<file path="config.mk">
export PLATFORM = sky130hd
export DESIGN_NAME = m1_fetch_ctrl
export DESIGN_NICKNAME = d
export VERILOG_FILES = /design/src/rtl/m1fetch_pkg.sv /design/src/rtl/m1_mode_reg.sv /design/src/rtl/reti_watch.sv /design/src/rtl/m1_fetch_ctrl.sv
export SDC_FILE = /design/constraint.sdc
export NUM_CORES = 1
export LEC_CHECK = 0
export BUFFER_PORTS_ARGS = -buffer_cell sky130_fd_sc_hd__buf_2
export CORE_UTILIZATION = 50
export CTS_CLUSTER_SIZE = 24
export DETAILED_ROUTE_END_ITERATION = 8
export PLACE_DENSITY_LB_ADDON = 0.3
export SYNTH_ARGS = -nofsm -noshare
export SYNTH_HDL_FRONTEND = slang
export SYNTH_SLANG_ARGS = --single-unit
</file>
<file path="constraint.sdc">
create_clock -name clk -period 4.71 [get_ports clk]
set_input_delay 0.471 -clock clk [delete_from_list [all_inputs] [get_ports clk]]
set_output_delay 0.471 -clock clk [all_outputs]
set_load 0.05 [all_outputs]
</file>
<file path="src/rtl/m1fetch_pkg.sv">
package m1fetch_pkg;

    typedef enum logic [3:0] {
        ST_IDLE,
        ST_T1,
        ST_T2,
        ST_T3,
        ST_GAP1,
        ST_GAP2,
        ST_RT1,
        ST_RT2,
        ST_RT3
    } fetch_state_t;

endpackage

</file>
<file path="src/rtl/m1_mode_reg.sv">
module m1_mode_reg (
    input  logic       clk,
    input  logic       rst_n,
    input  logic       wr,
    input  logic [1:0] wdata,
    input  logic       consume,
    output logic       m1_en,
    output logic       pend,
    output logic [1:0] rdata
);

    always_ff @(posedge clk or negedge rst_n) begin
        if (!rst_n) begin
            m1_en <= 1'b1;
            pend  <= 1'b0;
        end else begin
            if (consume)
                pend <= 1'b0;
            if (wr) begin
                m1_en <= wdata[0];
                if (!wdata[1])
                    pend <= 1'b1;
            end
        end
    end

    always_comb begin
        rdata = {1'b1, m1_en};
    end


    pend_hold_chk: assert property (@(posedge clk) disable iff (!rst_n)
        (pend && !consume) |=> pend);

endmodule

</file>
<file path="src/rtl/reti_watch.sv">
module reti_watch #(
    parameter int AW = 16,
    parameter int DW = 8,
    parameter logic [DW-1:0] PFX = 8'hED,
    parameter logic [DW-1:0] SFX = 8'h4D
) (
    input  logic          clk,
    input  logic          rst_n,
    input  logic          fin,
    input  logic          cyc_m1,
    input  logic [AW-1:0] addr,
    input  logic [DW-1:0] data,
    output logic          hit,
    output logic [AW-1:0] base_addr
);

    localparam logic [AW-1:0] ONE = AW'(1);

    logic          armed;
    logic [AW-1:0] pfx_addr;

    always_comb begin
        hit       = fin && !cyc_m1 && armed && (data == SFX) && (addr == pfx_addr + ONE);
        base_addr = pfx_addr;
    end

    always_ff @(posedge clk or negedge rst_n) begin
        if (!rst_n) begin
            armed    <= 1'b0;
            pfx_addr <= '0;
        end else if (fin) begin
            if (!cyc_m1 && data == PFX) begin
                armed    <= 1'b1;
                pfx_addr <= addr;
            end else begin
                armed    <= 1'b0;
            end
        end
    end


    one_replay_per_pair_chk: assert property (@(posedge clk) disable iff (!rst_n)
        hit |=> !armed);

endmodule

</file>
<file path="src/rtl/m1_fetch_ctrl.sv">
module m1_fetch_ctrl #(
    parameter int AW = 16,
    parameter int DW = 8,
    parameter logic [DW-1:0] PFX = 8'hED,
    parameter logic [DW-1:0] SFX = 8'h4D
) (
    input  logic          clk,
    input  logic          rst_n,
    input  logic          req_valid,
    input  logic          req_opcode,
    input  logic [AW-1:0] req_addr,
    output logic          req_ready,
    output logic          rsp_valid,
    output logic [DW-1:0] rsp_data,
    input  logic          reg_wr,
    input  logic [1:0]    reg_wdata,
    output logic [1:0]    reg_rdata,
    output logic [AW-1:0] bus_addr,
    input  logic [DW-1:0] bus_din,
    output logic          mreq_n,
    output logic          rd_n,
    output logic          m1_n,
    output logic          replaying
);
    import m1fetch_pkg::*;

    fetch_state_t  state, nxt;
    logic [AW-1:0] cur_addr;
    logic          cur_op;
    logic          cur_m1;
    logic          rp_hi;
    logic          accept;
    logic          consume;
    logic          m1_en;
    logic          pend;
    logic          hit;
    logic          fin;
    logic [AW-1:0] base_addr;
    logic          strobe;

    always_comb begin
        accept  = req_valid && (state == ST_IDLE);
        consume = (accept && req_opcode) || (state == ST_GAP2);
        fin     = (state == ST_T3) && cur_op;
    end

    m1_mode_reg u_mode (
        .clk     (clk),
        .rst_n   (rst_n),
        .wr      (reg_wr),
        .wdata   (reg_wdata),
        .consume (consume),
        .m1_en   (m1_en),
        .pend    (pend),
        .rdata   (reg_rdata)
    );

    reti_watch #(.AW(AW), .DW(DW), .PFX(PFX), .SFX(SFX)) u_watch (
        .clk       (clk),
        .rst_n     (rst_n),
        .fin       (fin),
        .cyc_m1    (cur_m1),
        .addr      (cur_addr),
        .data      (rsp_data),
        .hit       (hit),
        .base_addr (base_addr)
    );

    always_comb begin
        nxt = state;
        unique case (state)
            ST_IDLE: if (accept) nxt = ST_T1;
            ST_T1:   nxt = ST_T2;
            ST_T2:   nxt = ST_T3;
            ST_T3:   nxt = hit ? ST_GAP1 : ST_IDLE;
            ST_GAP1: nxt = ST_GAP2;
            ST_GAP2: nxt = ST_RT1;
            ST_RT1:  nxt = ST_RT2;
            ST_RT2:  nxt = ST_RT3;
            ST_RT3:  nxt = rp_hi ? ST_IDLE : ST_RT1;
            default: nxt = ST_IDLE;
        endcase
    end

    always_ff @(posedge clk or negedge rst_n) begin
        if (!rst_n) begin
            state    <= ST_IDLE;
            cur_addr <= '0;
            cur_op   <= 1'b0;
            cur_m1   <= 1'b0;
            rp_hi    <= 1'b0;
            rsp_data <= '0;
        end else begin
            state <= nxt;
            if (accept) begin
                cur_addr <= req_addr;
                cur_op   <= req_opcode;
                cur_m1   <= req_opcode && (m1_en || pend);
            end
            if (state == ST_T2)
                rsp_data <= bus_din;
            if (state == ST_GAP2)
                rp_hi <= 1'b0;
            if (state == ST_RT3)
                rp_hi <= 1'b1;
        end
    end

    always_comb begin
        strobe    = (state == ST_T1) || (state == ST_T2) ||
                    (state == ST_RT1) || (state == ST_RT2);
        mreq_n    = !strobe;
        rd_n      = !strobe;
        m1_n      = !((((state == ST_T1) || (state == ST_T2)) && cur_m1) ||
                      (state == ST_RT1) || (state == ST_RT2));
        req_ready = (state == ST_IDLE);
        rsp_valid = (state == ST_T3);
        replaying = (state == ST_GAP1) || (state == ST_GAP2) || (state == ST_RT1) ||
                    (state == ST_RT2) || (state == ST_RT3);
        if ((state == ST_RT1) || (state == ST_RT2) || (state == ST_RT3))
            bus_addr = base_addr + {{(AW-1){1'b0}}, rp_hi};
        else
            bus_addr = cur_addr;
    end


    m1_only_in_read_chk: assert property (@(posedge clk) disable iff (!rst_n)
        !m1_n |-> (!mreq_n && !rd_n));


    oneshot_drive_chk: assert property (@(posedge clk) disable iff (!rst_n)
        (accept && req_opcode && pend) |=> !m1_n);


    addr_hold_chk: assert property (@(posedge clk) disable iff (!rst_n)
        (state == ST_T1) |=> $stable(bus_addr));


    replay_gap_chk: assert property (@(posedge clk) disable iff (!rst_n)
        $rose(replaying) |-> (mreq_n && m1_n && !req_ready));


    replay_start_chk: assert property (@(posedge clk) disable iff (!rst_n)
        (state == ST_GAP2) |=> (!m1_n && bus_addr == base_addr));

endmodule

</file>
Word-level counts from Yosys, hierarchy flattened
Index checks and enable logic that the tools add are counted.
- multiplexer cells: 11
- add/sub/neg operators: 2
- reductions and logical operators: 29
- equal/unequal tests: 12
- operators by type and width (kind ; count):
    $pmux W4 S9 ; 1
    $add A16 B1 Y16 ; 1
    $add A16 B1 Y16 const B ; 1
    $eq A16 B16 Y1 ; 1
    $eq A4 B3 Y1 const B ; 4
    $mux W16 ; 1
    $logic_or A1 B1 Y1 ; 13
    $logic_and A1 B1 Y1 ; 10
    $eq A4 B2 Y1 const B ; 2
    $eq A8 B7 Y1 const B ; 1
    $eq A8 B8 Y1 const B ; 1
    $mux W1 ; 6
    $mux W3 ; 2
    $eq A4 B1 Y1 const B ; 1
    $eq A4 B4 Y1 const B ; 1
    $logic_not A4 Y1 ; 1
    $mux W4 ; 1
    $logic_not A1 Y1 ; 3
    $ne A2 B1 Y1 const B ; 1
    $reduce_and A2 Y1 ; 1
    $reduce_bool A2 Y1 ; 1
- bits of input ports: 31
- output and inout bits: 32
- flip-flop bits (word level): 50
- word-level logic and storage cells: 64

Logic depth before layout (Yosys ltp)
- word-level depth: 8
- mapped depth: 8
- mapped depth without buffers: 7

Hierarchy
Synthesis repeated with hierarchy kept, for this count alone.
- cells, all modules: 318
- area, all modules: 3284.4 um2
- by module, submodules not included (module ; area an instance (um2) ; instances ; sequential area each (um2) ; cells an instance):
    m1_fetch_ctrl ; 1870.5 ; 1 ; 775.7 ; 179
    reti_watch ; 1315.0 ; 1 ; 425.4 ; 130
    m1_mode_reg ; 98.8 ; 1 ; 51.3 ; 9

Worst setup path after synthesis
No wires, ideal clock.
- kind: flip-flop to output port
- start point: reg u_watch.pfx_addr[2] (netlist: u_watch.base_addr[2])
- end point: out bus_addr[15]
- buffers on the path: 2
- data required time: 4.239 ns
- stages on the path, launching flop included: 9
- slack: 1.913 ns
- data arrival time: 2.326 ns
- path through: dfrtp_1 -> buf_2 -> and4_1 -> clkbuf_1 -> nand2_1 -> or3_1 -> nor2_1 -> xnor2_1 -> a21oi_1
- cells in the longest elaborated chain, start to end: 2
- RTL lines (item ; RTL line ; RTL):
    start: declaration ; reti_watch.sv:20 ; logic [AW-1:0] pfx_addr;
    start signal: assignment ; reti_watch.sv:34 ; pfx_addr <= addr;
    $add A16 B1 Y16 ; m1_fetch_ctrl.sv:121 ; bus_addr = base_addr + {{(AW-1){1'b0}}, rp_hi};
    $mux W16 ; m1_fetch_ctrl.sv:120 ; if ((state == ST_RT1) || (state == ST_RT2) || (state == ST_RT3))
    end: declaration ; m1_fetch_ctrl.sv:18 ; output logic [AW-1:0] bus_addr,
No other way between the ends.

Worst setup path after layout
- start point: reg state[2]
- end point: out bus_addr[1]
- cells in the longest elaborated chain, start to end: 4
- elaborated cells on any way between the ends: 6
- those cells by class: eq/ne (3); mux (1); reduce/logical (2)
- RTL lines (item ; RTL line ; RTL):
    start: declaration ; m1_fetch_ctrl.sv:27 ; fetch_state_t state, nxt;
    start signal: assignment ; m1_fetch_ctrl.sv:94 ; state <= nxt;
    $eq A4 B3 Y1 ; m1_fetch_ctrl.sv:120 ;
    $logic_or A1 B1 Y1 ; m1_fetch_ctrl.sv:120 ;
    $logic_or A1 B1 Y1 (*) ; m1_fetch_ctrl.sv:120 ;
    $mux W16 (*) ; m1_fetch_ctrl.sv:120 ;
Every way passes the cells marked *; elsewhere a longest branch is shown, timed or not.

==> impl_metrics.json <==
{
  "synth.net_count": 344,
  "final_design_area_no_fill_um2": 3475,
  "crit_path_max_fo": 30,
  "post_cts_resized": 0,
  "final.min_clock_period_ps": 3026,
  "drtIter0Drc": 99,
  "worst-setup-path-type": "flop to output pin",
  "critPathTopFamily": "compound AO/OA/AOI/OAI gates",
  "fmax_ghz": 0.3305,
  "ys_top_cells_by_count": "49 x dfrtp_1, 43 x mux2_2, 24 x nor2_1, 22 x nand2_1, 20 x xor2_1",
  "die-area_um2": 6466,
  "detailedRoute.firstPassIterationCount": 4,
  "core_um2": 5921,
  "ctsLongestPathBuffers": 2,
  "vias_per_cell": 5.613,
  "outcome": "finished, final reports clean",
  "setup.worst_path.start_class": "flop",
  "wl_per_cell_um": 14.40,
  "final_min_period_over_clock_period_pct": 64.24,
  "h-tree-depth": 2,
  "total_grt_usage_pct": 20.90,
  "grt_max_degree": 51,
  "final-setup-viol-count": 0,
  "dr_vias": 2419,
  "final-hold-violation-count": 0,
  "port_buffers": 61,
  "yosysTopAreaCell": "dfrtp_1",
  "cellLeakagePower_nw": 1.564,
  "synth_cell_types": 50,
  "synthFlopType": "dfrtp_1",
  "pins_over_slew_limit": 0,
  "worst_pin_slew_ps": 1069,
  "max-slew-margin-rel_pct": 28.75,
  "critical_path.cell_chain": "nand2b_1 -> o31ai_4 -> mux2_2 -> buf_2",
  "chip_height_um": 80.41,
  "layout.core_utilization_pct": 58.69,
  "ys_seq_area_share_pct": 40.74,
  "syn-cell-area_um2": 3074,
  "dpl_worst_slack_ps": 2020,
  "post_route_cells_drive_above_1_share_pct": 34.83,
  "postPlaceCellArea_um2": 3388,
  "grt_setup_unrepaired": "no",
  "floorplan.initialDensity_pct": 51.92,
  "fraction_of_registers_with_async_set_or_reset_after_synthesis_pct": 100.0,
  "synth.top_cells.by_area": "dfrtp_1 40%, mux2_2 16%, xor2_1 5.7%, xnor2_1 3.4%, nor2_1 2.9%",
  "wirelength_um": 6206,
  "grt_overflow": 0,
  "synthMostInstantiatedCell": "dfrtp_1",
  "yosys_register_bits": 50,
  "power.total_mw": 2.149,
  "synth_edf_count": 0,
  "finish.net_count": 389,
  "power_density_nw_per_um2": 618.5,
  "clock-sinks": 50,
  "die-width_um": 80.41,
  "synth_top_cell_area_share_pct": 39.89,
  "clock_latency_ps": 300,
  "finalClockSkew_ps": 8.318,
  "fp-row-count": 28,
  "routabilityCongestion": 0.8273,
  "antenna-diode-count": 0,
  "final.setup.tns_ps": 0,
  "cts_hold_buffers": 0,
  "cp.required_ps": 4240,
  "clk_pin_slew_ps": 100,
  "cts_root_buf": "clkbuf_8",
  "crit_path_end_kind": "output pin",
  "ios": 63,
  "worst-endpoint-arrival_ps": 2550,
  "clock_tree_from_tritoncts": "yes",
  "drc_errors": 0,
  "worst_slack_ps": 1684,
  "maxCapViolCount": 0,
  "initial_antenna_violation_count": 0,
  "global_route_wire_length_before_repair_um": 10470,
  "postCtsSetupRepairBufs": 0,
  "area.growth.synth_to_final_pct": 13.02,
  "dp_hpwl_um": 4415,
  "fillerInstances": 536,
  "grt_pass1_vias": 2274,
  "min-delay-path-class": "input port to asynchronous set/reset pin",
  "vdd_drop_max_uv": 334.5,
  "synthesis_warnings": 0,
  "drtAntennaViolNets": 0,
  "cp.buffers_inverters": 1,
  "synthesis.instances": 310,
  "critPathMaxStageDelay_ps": 880,
  "postSynthAreaPerCell_um2": 9.917,
  "cts_buffers": 5,
  "timing.critical_path.slowest_stage_cell": "o31ai_4"
}
-- kinds of logic after synthesis --
kind of cell | synth area share (%)
other cells | 0.1220
mux | 16.08
buf+inv | 4.070
compound gates | 10.01
flops | 40.74
xor+xnor | 9.117
fa+ha+maj | 1.221
simple gates | 18.64
-- cell type report --
cell class / instances / area [µm²] / area share [%]
multi-input cells: 232 / 1710 / 49.23
inverters: 3 / 11.26 / 0.3241
repair buffers: 63 / 320.3 / 9.219
clock buffers: 6 / 72.57 / 2.089
clock inverters: 2 / 13.76 / 0.3961
well taps: 75 / 93.84 / 2.701
flip-flops and latches: 50 / 1252 / 36.05
-- stage by stage --
stage          std cells  hold WS [ps]
2_1_floorplan        310         175.4
3_3_place_gp         423         463.3
3_5_place_dp         423         478.5
4_1_cts              431         296.6
5_1_grt              431         327.4
6_report             431         266.5
-- worst paths after layout --
check	start	to	slack, ps	cells past startpoint
setup / recovery	state[2]$_DFFE_PN0P_	bus_addr[1]	1680	4
hold / removal	rst_n	cur_addr[15]$_DFFE_PN0P_	270	2
setup reg to reg	u_watch.base_addr[1]$_DFFE_PN0P_	state[2]$_DFFE_PN0P_	2220	7
hold reg to reg	u_watch.armed$_DFFE_PN0P_	u_watch.armed$_DFFE_PN0P_	500	1
max in group asynchronous	rst_n	u_watch.armed$_DFFE_PN0P_	4010	2
min in group clk	reg_wdata[1]	u_mode.pend$_DFF_PN0_	340	2
-- worst register-to-register path, stage by stage, from the launching register on --
cell	delay [ps]
dfrtp_1	600
ha_1	440
nand3_1	140
xnor2_1	160
or4_1	530
a2111oi_2	330
o2111ai_1	140
nand2_1	90
-- cells in the final DEF (no fill, tap or decap), types with 2 or more instances in the layout --
cell type  netlist  final
ha_1             3      3
clkbuf_8         0      5
and3b_1          2      2
buf_4            3      2
mux2_2          43     43
o31a_1           2      2
a31oi_1          2      2
a21o_1           3      3
o21ai_0          8      8
or4_1            3      3
o31ai_1          3      2
and3_1           6      6
xnor2_1         12     12
o2111ai_1        2      2
nor2b_1          5      5
nor2_1          24     24
nand2_1         22     22
inv_1            3      3
dfrtp_1         49     49
nand2b_1         4      4
a21oi_1         16     16
nand3_1         13     13
nor3_1           6      6
nand4_1          8      8
and4_1           2      2
or3_1            2      2
buf_2            7     61
xor2_1          20     20
-- sequential cells by signal, summed over array words and instances (netlist names) --
name and count:
u_watch.armed 1, u_mode.m1_en 1, cur_op 1, rp_hi 1, u_watch.base_addr 16, cur_m1 1, state 4, rsp_data 8
cur_addr 16, u_mode.pend 1
-- power breakdown --
group          total (mW)  internal [mW]  switching (mW)  leakage (nW)
combinational        1.15          0.390           0.757         0.888
clock               0.253          0.105           0.148        0.0452
sequential          0.749          0.565           0.184         0.630
-- per-layer routing --
metal  GRT usage (%)  wire length, µm
met1           27.65             2863
met2           35.25             3068
met3           3.523              181
met4           5.357               93
met5               0                0
Power figures use the tool's default switching activity.
